### src/rtl/tstamp_pkg.sv
package tstamp_pkg;
    localparam int DATA_W = 32;
    localparam int ADDR_W = 2;

    localparam logic [ADDR_W-1:0] ADR_DIV   = 2'd0;
    localparam logic [ADDR_W-1:0] ADR_COUNT = 2'd1;
    localparam logic [ADDR_W-1:0] ADR_IFLAG = 2'd2;
    localparam logic [ADDR_W-1:0] ADR_STAT  = 2'd3;
endpackage

### src/rtl/tstamp_divider.sv
module tstamp_divider #(
    parameter int DIV_W = 4
) (
    input  logic             clk,
    input  logic             rst_n,
    input  logic             tick_i,
    input  logic [DIV_W-1:0] reload_i,
    output logic             step_o
);
    typedef struct packed {
        logic [DIV_W-1:0] remain;
    } div_state_t;

    div_state_t st_d, st_q;

    always_comb begin
        st_d   = st_q;
        step_o = tick_i && (st_q.remain == '0);
        if (tick_i) begin
            if (st_q.remain == '0) begin
                st_d.remain = reload_i;
            end else begin
                st_d.remain = st_q.remain - 1'b1;
            end
        end
    end

    always_ff @(posedge clk or negedge rst_n) begin
        if (!rst_n) begin
            st_q <= '0;
        end else begin
            st_q <= st_d;
        end
    end
endmodule

### src/rtl/tstamp_timebase.sv
module tstamp_timebase #(
    parameter int CNT_W = 16
) (
    input  logic             clk,
    input  logic             rst_n,
    input  logic             step_i,
    input  logic             clear_i,
    output logic [CNT_W-1:0] count_o,
    output logic             wrap_o,
    output logic             irq_flag_o,
    output logic             stat_flag_o
);
    localparam logic [CNT_W-1:0] CNT_MAX = {CNT_W{1'b1}};

    typedef struct packed {
        logic [CNT_W-1:0] count;
        logic             irq_flag;
        logic             stat_flag;
    } tb_state_t;

    tb_state_t st_d, st_q;

    always_comb begin
        st_d   = st_q;
        wrap_o = step_i && (st_q.count == CNT_MAX);
        if (step_i) begin
            st_d.count = st_q.count + 1'b1;
        end
        if (clear_i) begin
            st_d.irq_flag  = 1'b0;
            st_d.stat_flag = 1'b0;
        end
        if (wrap_o) begin
            st_d.irq_flag  = 1'b1;
            st_d.stat_flag = 1'b1;
        end
    end

    always_ff @(posedge clk or negedge rst_n) begin
        if (!rst_n) begin
            st_q <= '0;
        end else begin
            st_q <= st_d;
        end
    end

    assign count_o     = st_q.count;
    assign irq_flag_o  = st_q.irq_flag;
    assign stat_flag_o = st_q.stat_flag;
endmodule

### src/rtl/tstamp_capture.sv
module tstamp_capture #(
    parameter int CNT_W = 16
) (
    input  logic             clk,
    input  logic             rst_n,
    input  logic             is_tx_i,
    input  logic             err_i,
    input  logic             eof_prev_i,
    input  logic             eof_last_i,
    input  logic [CNT_W-1:0] count_i,
    output logic             take_o,
    output logic [CNT_W-1:0] hold_o,
    output logic             strobe_o
);
    typedef struct packed {
        logic [CNT_W-1:0] hold;
        logic             pending;
        logic             strobe;
    } cap_state_t;

    cap_state_t st_d, st_q;
    logic rx_ok, tx_ok;

    always_comb begin
        st_d   = st_q;
        rx_ok  = !is_tx_i && eof_prev_i && !err_i;
        tx_ok  = is_tx_i && eof_last_i && !err_i;
        take_o = rx_ok || tx_ok;
        if (take_o) begin
            st_d.hold = count_i;
        end
        st_d.pending = take_o;
        st_d.strobe  = st_q.pending;
    end

    always_ff @(posedge clk or negedge rst_n) begin
        if (!rst_n) begin
            st_q <= '0;
        end else begin
            st_q <= st_d;
        end
    end

    assign hold_o   = st_q.hold;
    assign strobe_o = st_q.strobe;
endmodule

### src/rtl/tstamp_unit.sv
module tstamp_unit
    import tstamp_pkg::*;
#(
    parameter int CNT_W = 16,
    parameter int DIV_W = 4
) (
    input  logic              clk,
    input  logic              rst_n,
    input  logic              bit_tick,
    input  logic              node_is_tx,
    input  logic              frame_err,
    input  logic              eof_before_last,
    input  logic              eof_last,
    input  logic              reg_wr,
    input  logic [ADDR_W-1:0] reg_addr,
    input  logic [DATA_W-1:0] reg_wdata,
    output logic [DATA_W-1:0] reg_rdata,
    output logic [CNT_W-1:0]  stamp,
    output logic              stamp_wr,
    output logic              wrap_irq
);
    typedef struct packed {
        logic [DIV_W-1:0] div_val;
    } reg_state_t;

    reg_state_t rs_d, rs_q;

    logic             step_w;
    logic             clear_w;
    logic             wrap_w;
    logic             take_w;
    logic             irq_flag_w;
    logic             stat_flag_w;
    logic [CNT_W-1:0] count_w;

    always_comb begin
        rs_d    = rs_q;
        clear_w = 1'b0;
        if (reg_wr) begin
            case (reg_addr)
                ADR_DIV:   rs_d.div_val = reg_wdata[DIV_W-1:0];
                ADR_IFLAG: clear_w      = reg_wdata[0];
                default:   ;
            endcase
        end
    end

    always_ff @(posedge clk or negedge rst_n) begin
        if (!rst_n) begin
            rs_q <= '0;
        end else begin
            rs_q <= rs_d;
        end
    end

    always_comb begin
        reg_rdata = '0;
        case (reg_addr)
            ADR_DIV:   reg_rdata[DIV_W-1:0] = rs_q.div_val;
            ADR_COUNT: reg_rdata[CNT_W-1:0] = count_w;
            ADR_IFLAG: reg_rdata[0]         = irq_flag_w;
            ADR_STAT:  reg_rdata[0]         = stat_flag_w;
            default:   reg_rdata            = '0;
        endcase
    end

    tstamp_divider #(.DIV_W(DIV_W)) i_div (
        .clk      (clk),
        .rst_n    (rst_n),
        .tick_i   (bit_tick),
        .reload_i (rs_q.div_val),
        .step_o   (step_w)
    );

    tstamp_timebase #(.CNT_W(CNT_W)) i_base (
        .clk         (clk),
        .rst_n       (rst_n),
        .step_i      (step_w),
        .clear_i     (clear_w),
        .count_o     (count_w),
        .wrap_o      (wrap_w),
        .irq_flag_o  (irq_flag_w),
        .stat_flag_o (stat_flag_w)
    );

    tstamp_capture #(.CNT_W(CNT_W)) i_cap (
        .clk        (clk),
        .rst_n      (rst_n),
        .is_tx_i    (node_is_tx),
        .err_i      (frame_err),
        .eof_prev_i (eof_before_last),
        .eof_last_i (eof_last),
        .count_i    (count_w),
        .take_o     (take_w),
        .hold_o     (stamp),
        .strobe_o   (stamp_wr)
    );

    assign wrap_irq = irq_flag_w;
endmodule

### config.mk
export PLATFORM = sky130hd
export DESIGN_NAME = tstamp_unit
export DESIGN_NICKNAME = d
export VERILOG_FILES = /design/src/rtl/tstamp_pkg.sv /design/src/rtl/tstamp_divider.sv /design/src/rtl/tstamp_timebase.sv /design/src/rtl/tstamp_capture.sv /design/src/rtl/tstamp_unit.sv
export SDC_FILE = /design/constraint.sdc
export NUM_CORES = 1
export LEC_CHECK = 0
export BUFFER_PORTS_ARGS = -buffer_cell sky130_fd_sc_hd__buf_2
export CAP_MARGIN = 30
export CORE_MARGIN = 4
export CORE_UTILIZATION = 47
export CTS_CLUSTER_SIZE = 40
export DETAILED_ROUTE_END_ITERATION = 12
export GPL_TIMING_DRIVEN = 0
export HOLD_SLACK_MARGIN = 0.05
export PLACE_DENSITY = 0.8
export SLEW_MARGIN = 20
export SYNTH_ARGS = -nofsm -noshare
export SYNTH_HDL_FRONTEND = slang
export SYNTH_SLANG_ARGS = --single-unit
export TNS_END_PERCENT = 10
### constraint.sdc
create_clock -name clk -period 1.95 [get_ports clk]
set_input_delay 0.2925 -clock clk [delete_from_list [all_inputs] [get_ports clk]]
set_output_delay 0.2925 -clock clk [all_outputs]
set_load 0.03 [all_outputs]
==> impl_metrics.py <==
metrics = {
    "run_status": {
        "status": "finished clean",
    },
    "floorplan": {
        "design.die.area_um2": 5610,
        "core.rowCount": 24,
        "die_w_um": 74.9,
        "core_area_um2": 4350,
        "io_pins": 92,
        "die_h_um": 74.9,
        "start_util_pct": 48.3,
    },
    "yosys": {
        "synth.distinct_cells": 35,
        "ys_seq_area_share_pct": 51.1,
        "synth_cells": 182,
        "yosysWarnings": 0,
        "yosysTopAreaCellShare_pct": 51.1,
        "syn_area_per_cell_um2": 11.6,
        "netlist_top_cells_area": "dfrtp_1 51%, mux2_2 12%, buf_4 6.4%, xnor2_1 4.2%, and2_1 3.6%",
        "syn-cell-area_um2": 2100,
        "yosys.area.top_type": "dfrtp_1",
        "synth-seq-cells": 43,
    },
    "sta": {
        "period_minus_slack_ns": 1.79,
        "finalHoldViolCount": 0,
        "worstMarginPinSlew_ns": 0.547,
        "timing.final.crit_share_pct": 91.9,
        "max_freq_mhz": 558,
        "slew_viol_final": 0,
        "whs_ns": 0.225,
        "slew_headroom_pct": 63.5,
        "tns_ns": 0,
        "setup_viol": 0,
        "clock_skew_ns": 0.00689,
        "rsz0062_at_grt": "no",
    },
    "worst_setup_path": {
        "rr_worst_depth": 7,
        "cp-end-kind": "primary output",
        "cp_num_buf_inv": 3,
        "max_stage_delay_ns": 0.32,
        "critPathMaxFanout": 10,
        "cp.depth": 5,
        "crit_slowest_cell": "clkbuf_1",
        "cp-start-kind": "input port",
        "setup.worst_path.class": "input port to primary output",
        "crit_required_ns": 1.66,
        "crit_top_cell": "clkbuf_1",
        "path_cells": "clkbuf_1 -> nor2b_1 -> clkbuf_1 -> and2_1 -> buf_2",
        "worstPathArrival_ns": 1.50,
        "cp_top_family": "buffers and inverters",
    },
    "clock_tree": {
        "cts-buffers-inserted": 5,
        "insertion_delay_ns": 0.30,
        "cts_sinks": 43,
        "cts_tree": "yes",
        "root_buffer": "clkbuf_8",
        "cts_buffer_depth": 2,
        "cts_max_level": 2,
        "clkSlewWorstSetupHoldPaths_ns": 0.08,
    },
    "final_layout": {
        "num-nets-final": 297,
        "drive_gt1_share_pct": 41.3,
        "final_util_pct": 59.9,
        "diodes": 0,
        "syn2layout_area_growth_pct": 23.8,
    },
    "drt": {
        "viasPerCell": 4.79,
        "num_vias": 1465,
        "dr.pass1.iters": 4,
        "drt_wl_total_mm": 3.94,
        "drt_drc_violations_left": 0,
        "drtIter0Drc": 103,
        "postRouteAntennaNets": 0,
        "wl_per_cell_um": 12.9,
    },
    "placement": {
        "place.gp.congestion": 0.765,
        "post-dp-hpwl_mm": 2.86,
        "port_buffers": 45,
    },
    "global_routing": {
        "overflow": 0,
        "grt_pass1_wl_mm": 6.32,
        "antenna_found_initial": 0,
        "grt_pass1_vias": 1411,
        "grt_max_degree": 44,
        "track_usage_pct": 15.1,
    },
    "power_and_ir_drop": {
        "vdd.ir_drop.worst_mv": 0.588,
        "leakagePower_nw": 1.41,
        "power_density_nw_per_um2": 910,
        "power_mw": 2.37,
    },
    "min_path": {
        "hp-class": "input port to register",
        "hold_depth": 2,
    },
    "flow_run": {
        "max_cap_viol_count": 0,
    },
}
-- worst paths after layout --
path	slack (ns)	to	start
worst max-delay path	0.16	reg_rdata[14]	reg_addr[0]
worst min-delay path	0.22	rs_q[1]	reg_wdata[1]
worst max register to register	0.17	i_base.count_o[9]	i_div.st_q[0]
worst min register to register	0.36	i_cap.strobe_o	i_cap.st_d[0]
max in group asynchronous	0.94	i_div.st_q[3]	rst_n
min in group asynchronous	0.52	rs_q[1]	rst_n
-- placed cells by master (no fill, tap or decap), types with 7 or more instances in the layout --
| cell | n |
|---|---|
| and2_1 | 12 |
| buf_2 | 46 |
| buf_4 | 20 |
| conb_1 | 16 |
| dfrtp_1 | 43 |
| mux2_2 | 22 |
| nand2_1 | 15 |
| nor2_1 | 7 |
| xnor2_1 | 10 |
-- power by group --
| group | switching, mW | internal, mW | total [mW] |
|---|---|---|---|
| combinational | 0.366 | 0.281 | 0.648 |
| clock | 0.299 | 0.250 | 0.549 |
| sequential | 0.150 | 1.02 | 1.17 |
| total | 0.816 | 1.56 | 2.37 |
-- metal layers --
layer  global-route usage (%)  part of all wire, %  up-vias
li1                         -                    -      727
met1                     18.5                   43      694
met2                     24.7                   49       38
met3                     4.41                  6.1        6
met4                     6.52                  1.7        0
met5                        0                    0        -
-- worst register-to-register path, cell delays in order (launching register included) --
cell and delay [ns]:
dfrtp_1 0.42, inv_1 0.09, ha_2 0.21, nor4bb_2 0.28, buf_4 0.19, nand4_4 0.13
nor3_2 0.23, xor2_1 0.17
-- synth_stat cells (all sizes together) --
library cell,count
nand2,15
inv,2
ha,2
buf,19
clkbuf,3
nor3,3
xor2,5
nand4,3
o41ai,1
and3,6
and4,3
nor2,8
nand3b,1
nand2b,1
nand3,5
mux2,22
a31oi,2
mux2i,5
conb,1
xnor2,10
a21oi,1
nor3b,2
dfrtp,43
and2,12
nor4bb,1
o21ai,5
nor2b,1
-- repair_timing --
action,CTS,global route
setup buffers,0,2
hold buffers,0,1
endpoints found under the setup margin,0,2
gates resized for setup,0,3
hold endpoints to repair,0,21
-- registers in the layout (all words and copies together) (netlist names) --
| name | cells |
|---|---|
| i_base.count_o | 16 |
| i_cap.hold_o | 16 |
| i_div.st_q | 4 |
| rs_q | 4 |
| i_base.stat_flag_o | 1 |
| i_cap.st_d | 1 |
| i_cap.strobe_o | 1 |
-- per-stage QoR --
step	std cells	instance area [um2]	setup slack (ns)
after floorplan	197	2160	0.308
after global placement	294	2450	0.154
after detailed placement	294	2450	0.153
after CTS	302	2540	0.142
after global routing	306	2610	0.0103
final	306	2610	0.158
-- logic make-up (layout without fill, tap and decap cells) --
family                   Yosys count  count (layout)  share of synthesized area [%]
AND/OR/NAND/NOR                   61              61                           17.1
flip-flops                        43              43                           51.1
multiplexers                      27              27                           14.2
buffers and inverters             24              81                           7.55
XOR/XNOR                          15              15                           6.24
AO/OA/AOI/OAI                      9               9                           2.44
adder cells (fa/ha/maj)            2               2                           1.19
other                              1              16                          0.178
-- final cells by class --
class                           count  area [um2]
Inverter                            2        7.51
Clock buffer                        6        72.6
Fill cell                         368        1750
Buffer                             22         151
Timing Repair Buffer               49         278
Multi-Input combinational cell    130         943
Tap cell                           52        65.1
Clock inverter                      2        12.5
Sequential cell                    43        1080
Note: power is estimated with default switching activity, not from simulation.
